File: src/rtl/tagalu_pkg.sv
package tagalu_pkg;

  typedef enum logic {
    OP_ADD = 1'b0,
    OP_SUB = 1'b1
  } tag_op_e;

  typedef struct packed {
    logic n;
    logic z;
    logic v;
    logic c;
  } cc_t;

endpackage

File: src/rtl/tagalu_arith.sv
module tagalu_arith
  import tagalu_pkg::*;
#(
  parameter int W = 32
) (
  input  tag_op_e        op,
  input  logic [W-1:0]   a,
  input  logic [W-1:0]   b,
  output logic [W-1:0]   sum,
  output logic           ovf,
  output logic           carry
);
  localparam int MSB = W - 1;

  logic [W-1:0] sign_mix;

  always_comb begin
    if (op == OP_SUB) begin
      sum      = a - b;
      sign_mix = (a ^ b) & (a ^ sum);
      carry    = (a < b);
    end else begin
      sum      = a + b;
      sign_mix = ~(a ^ b) & (a ^ sum);
      carry    = (sum < a);
    end
    ovf = sign_mix[MSB];
  end

endmodule

File: src/rtl/tagalu_tagchk.sv
module tagalu_tagchk #(
  parameter int W  = 32,
  parameter int TB = 2
) (
  input  logic [W-1:0] a,
  input  logic [W-1:0] b,
  output logic         bad
);
  logic [TB-1:0] tag_or;

  generate
    for (genvar i = 0; i < TB; i++) begin : g_tag
      assign tag_or[i] = a[i] | b[i];
    end
  endgenerate

  assign bad = |tag_or;

endmodule

File: src/rtl/tagalu_ccreg.sv
module tagalu_ccreg
  import tagalu_pkg::*;
(
  input  logic clk,
  input  logic rst,
  input  logic we,
  input  cc_t  d,
  output cc_t  q
);
  always_ff @(posedge clk) begin
    if (rst) begin
      q <= '0;
    end else if (we) begin
      q <= d;
    end
  end

endmodule

File: src/rtl/tagalu_unit.sv
module tagalu_unit
  import tagalu_pkg::*;
#(
  parameter int W  = 32,
  parameter int TB = 2
) (
  input  logic         clk,
  input  logic         rst,
  input  logic         in_valid,
  input  logic         in_op,
  input  logic [W-1:0] in_a,
  input  logic [W-1:0] in_b,
  output logic [W-1:0] res,
  output logic         trap,
  output logic         cc_we,
  output logic         cc_n,
  output logic         cc_z,
  output logic         cc_v,
  output logic         cc_c
);
  localparam int MSB = W - 1;

  tag_op_e op_sel;
  logic    ovf;
  logic    carry;
  logic    tag_bad;
  cc_t     cc_next;
  cc_t     cc_q;

  assign op_sel = tag_op_e'(in_op);

  tagalu_arith #(.W(W)) u_arith (
    .op    (op_sel),
    .a     (in_a),
    .b     (in_b),
    .sum   (res),
    .ovf   (ovf),
    .carry (carry)
  );

  tagalu_tagchk #(.W(W), .TB(TB)) u_tag (
    .a   (in_a),
    .b   (in_b),
    .bad (tag_bad)
  );

  // A trap and a flag write are mutually exclusive; a bubble yields neither.
  assign trap  = in_valid & (tag_bad | ovf);
  assign cc_we = in_valid & ~(tag_bad | ovf);

  always_comb begin
    cc_next.n = res[MSB];
    cc_next.z = (res == '0);
    cc_next.v = ovf;
    cc_next.c = carry;
  end

  tagalu_ccreg u_cc (
    .clk (clk),
    .rst (rst),
    .we  (cc_we),
    .d   (cc_next),
    .q   (cc_q)
  );

  assign cc_n = cc_q.n;
  assign cc_z = cc_q.z;
  assign cc_v = cc_q.v;
  assign cc_c = cc_q.c;

endmodule

File: config.mk
export PLATFORM = sky130hd
export DESIGN_NAME = tagalu_unit
export DESIGN_NICKNAME = d
export VERILOG_FILES = /design/src/rtl/tagalu_pkg.sv /design/src/rtl/tagalu_arith.sv /design/src/rtl/tagalu_tagchk.sv /design/src/rtl/tagalu_ccreg.sv /design/src/rtl/tagalu_unit.sv
export SDC_FILE = /design/constraint.sdc
export NUM_CORES = 1
export LEC_CHECK = 0
export ABC_AREA = 1
export ABC_CLOCK_PERIOD_IN_PS = 6000
export CAP_MARGIN = 20
export CORE_AREA = 2 2 134 136
export CTS_CLUSTER_SIZE = 16
export DETAILED_ROUTE_END_ITERATION = 7
export DIE_AREA = 0 0 136 138
export DONT_BUFFER_PORTS = 1
export PLACE_DENSITY_LB_ADDON = 0.05
export SLEW_MARGIN = 40
export SYNTH_ARGS = -nofsm -noshare
export SYNTH_HDL_FRONTEND = slang
export SYNTH_SLANG_ARGS = --single-unit
File: constraint.sdc
create_clock -name clk -period 6 [get_ports clk]
set_input_delay 0.6 -clock clk [delete_from_list [all_inputs] [get_ports clk]]
set_output_delay 0.6 -clock clk [all_outputs]
set_load 0.1 [all_outputs]
==> flow_metrics.tcl <==
set metrics [dict create \
    outcome "completed" \
    layout-drive-gt1-share_pct 7.00 \
    num_vias 7850 \
    path_clk_slew_ns 0.03 \
    htreeDepth 1 \
    timing.rr.end "u_cc.q[0]" \
    synthAdderAreaFrac_pct 18.0 \
    leakagePower_nw 4.41 \
    rr_startpoint "u_cc.q[0]" \
    synth_top_area_share_pct 24.9 \
    skew_ns 0 \
    port_buffers 0 \
    cp_slowest_stage_delay_ns 0.68 \
    critPathSlowestCell "inv_1" \
    rsz0062_at_grt "false" \
    antenna_found_initial 0 \
    critPathMaxFanout 8 \
    synth.distinct_cells 41 \
    insertion_delay_ns 0.22 \
    setup_viol 0 \
    hold_class "in2reg" \
    fin_nets 1481 \
    fmax_ghz 0.231 \
    routed_via_density 5.09 \
    yosysSeqAreaShare_pct 1.17 \
    wl_per_cell_um 17.2 \
    area_growth_pct 2.41 \
    cts_tree "yes" \
    synth_simple_gate_area_share_pct 51.5 \
    crit_buf_inv 5 \
    min_period_over_period_pct 72.0 \
    synth_area_leaders "nand2_1 (25%), ha_1 (17%), inv_1 (16%)" \
    hold_viol 0 \
    min_period_ns 4.32 \
    grt_overflow 0 \
    drt_iter0_markers 730 \
    synth_top_family_by_area "simple AND/OR/NAND/NOR gates" \
    finalSetupTns_ns 0 \
    dp_hpwl_um 23300 \
    irDropWorstVdd_uv 167 \
    arrival_ns 3.72 \
    synth_compound_area_share_pct 8.49 \
    clock_sinks 4 \
    critPathLaunchType "primary input" \
    slew_headroom_pct 41.8 \
    grt_first_pass_wirelength_um 40600 \
    r2r_cells 2 \
    syn_area_um2 6840 \
    track_usage_pct 27.8 \
    min-delay-start "rst" \
    cts_setup_buffers 0 \
    setup_ws_ns 1.68 \
    regMostFlops "u_cc.q" \
    cp_common_cell "nand2_1" \
    synth_flop_cell "dfxtp_1" \
    syn_nets 1510 \
    ys_ff_latch 4 \
    gp_congestion 1.00 \
    cellPowerDensity_nw_per_um2 164 \
    pin_count 106 \
    drt-pass1-iter-count 5 \
    worstMarginPinSlew_ns 0.872 \
    coreArea_um2 17500 \
    critPathKind "in2out" \
    crit_path_end_kind "output port" \
    yosys_warnings 0 \
    clockRootBuffer "clkbuf_16" \
    syn-instance-count 1345 \
    path_cells "inv_1 -> ha_1 -> inv_1 -> nand2_2 -> nor2_4 -> nand2_1 -> clkinv_1 -> nand2_1 -> nand2_1 -> nand3_2 -> nand2_1 -> nand2_1 -> and2_1 -> ha_1 -> o311ai_0 -> inv_1 -> nand3_2 -> inv_1" \
    whs_endpoint "u_cc.q[2]" \
    synth_mux_area_share_pct 0 \
    die_area_um2 18800 \
    die_w_um 136 \
    critPathRequiredTime_ns 5.40 \
    die_h_um 138 \
    postCtsHoldBufs 0 \
    first_global_vias 7346 \
    cp_top_family "simple AND/OR/NAND/NOR gates" \
    avgSynthCellArea_um2 5.09 \
    reg2reg_setup_slack_ns 4.94 \
    cts_buffers 3 \
    ctsResizeCount 0 \
    start_util_pct 39.0 \
    antenna_left 0 \
    dp_slack_ns 1.73 \
    synthXorXnorAreaFrac_pct 0.384 \
    routed_wl_um 26500 \
    grt_max_degree 36 \
    synth_largest_area_cell "nand2_1" \
    largest_reg_flops 4 \
    synth-edff-count 0 \
    ys_async_sr_fraction_pct 0 \
    rows 49 \
    n_antenna_cell 0 \
    drc 0 \
    report.final.slew_viol_count 0 \
    top_regs "u_cc.q: 4 flops" \
    hold_depth 1 \
    drv_cap 0 \
    ctsLongestPathBuffers 2 \
]
[metrics by stage]
step / utilization (%) / std cells / hold slack, ns / total power (W) / instance area, um^2
after detailed placement: 39.5 / 1540 / 0.668 / 0.00104 / 6930
after floorplan: - / 1345 / 0.672 / 0.000848 / 6840
after global routing: 40.0 / 1543 / 0.436 / 0.00125 / 7010
final: 40.0 / 1543 / 0.440 / 0.00115 / 7010
after global placement: 39.3 / 1540 / 0.675 / 0.00103 / 6890
after CTS: 39.9 / 1543 / 0.438 / 0.00114 / 7000
[layout by cell type, fill, tap and decap left out, drive strengths merged, types with 2 or more instances in the layout]
| master | synthesis | layout |
|---|---|---|
| a211oi | 3 | 3 |
| a21oi | 63 | 63 |
| and2 | 11 | 11 |
| and3 | 2 | 2 |
| clkbuf | 1 | 3 |
| clkinv | 3 | 3 |
| dfxtp | 4 | 4 |
| fa | 2 | 2 |
| ha | 95 | 95 |
| inv | 304 | 304 |
| nand2 | 482 | 482 |
| nand3 | 152 | 152 |
| nand4 | 23 | 23 |
| nor2 | 109 | 109 |
| nor3 | 11 | 11 |
| nor4 | 4 | 4 |
| o21a | 4 | 4 |
| o21ai | 22 | 22 |
| o21bai | 6 | 6 |
| or2 | 2 | 2 |
| xnor2 | 2 | 2 |
[cells in the mapped netlist, types with 5 or more instances]
cell and count:
and2_1 11, buf_6 6, nand4_1 23, nand3_2 9, buf_4 17, nand3_1 143
nand2_1 454, nor2_2 14, nor2_1 93, a21oi_1 58, ha_1 95, o21bai_1 6
a21oi_2 5, nand2_2 24, inv_2 11, o21ai_0 22, buf_2 10, inv_1 293
nor3_1 7
[power by group]
part,total (W),switching (W),leakage (nW),internal [W]
registers,0.0000294,0.00000223,0.0343,0.0000271
logic,0.00102,0.000790,4.33,0.000229
clock network,0.000102,0.0000173,0.0370,0.0000850
total,0.00115,0.000810,4.41,0.000341
[final cells by class]
type / count / area [um^2]
multi-input cells: 1000 / 5400
inverters: 307 / 1150
well taps: 229 / 287
flip-flops and latches: 4 / 85.1
clock buffers: 3 / 75.1
fillers: 2144 / 10500
[layer usage]
layer | part of all wire (%) | GRT usage [%] | vias up
li1 | - | - | 4071
met1 | 49 | 42.7 | 3507
met2 | 42 | 42.5 | 253
met3 | 7.7 | 2.46 | 19
met4 | 1.7 | 4.28 | 0
met5 | 0 | 0 | -
[worst max path at each step]
stage | start | to | slack [ns] | depth (start not counted)
after floorplan | in_b[12] | trap | 0.58 | 18
after global placement | in_b[11] | trap | 1.52 | 17
after detailed placement | in_b[11] | cc_we | 1.73 | 18
after CTS | in_b[11] | cc_we | 1.70 | 18
after global routing | in_b[11] | cc_we | 1.39 | 18
final | in_b[11] | cc_we | 1.68 | 18
[logic make-up (layout without fill, tap and decap cells)]
kind of cell	count (synthesis)	after routing
buf+inv	341	310
xor+xnor	3	3
fa+ha+maj	97	97
compound gates	103	103
simple gates	797	797
flops	4	4
No activity file was read; power rests on OpenSTA's default activity.
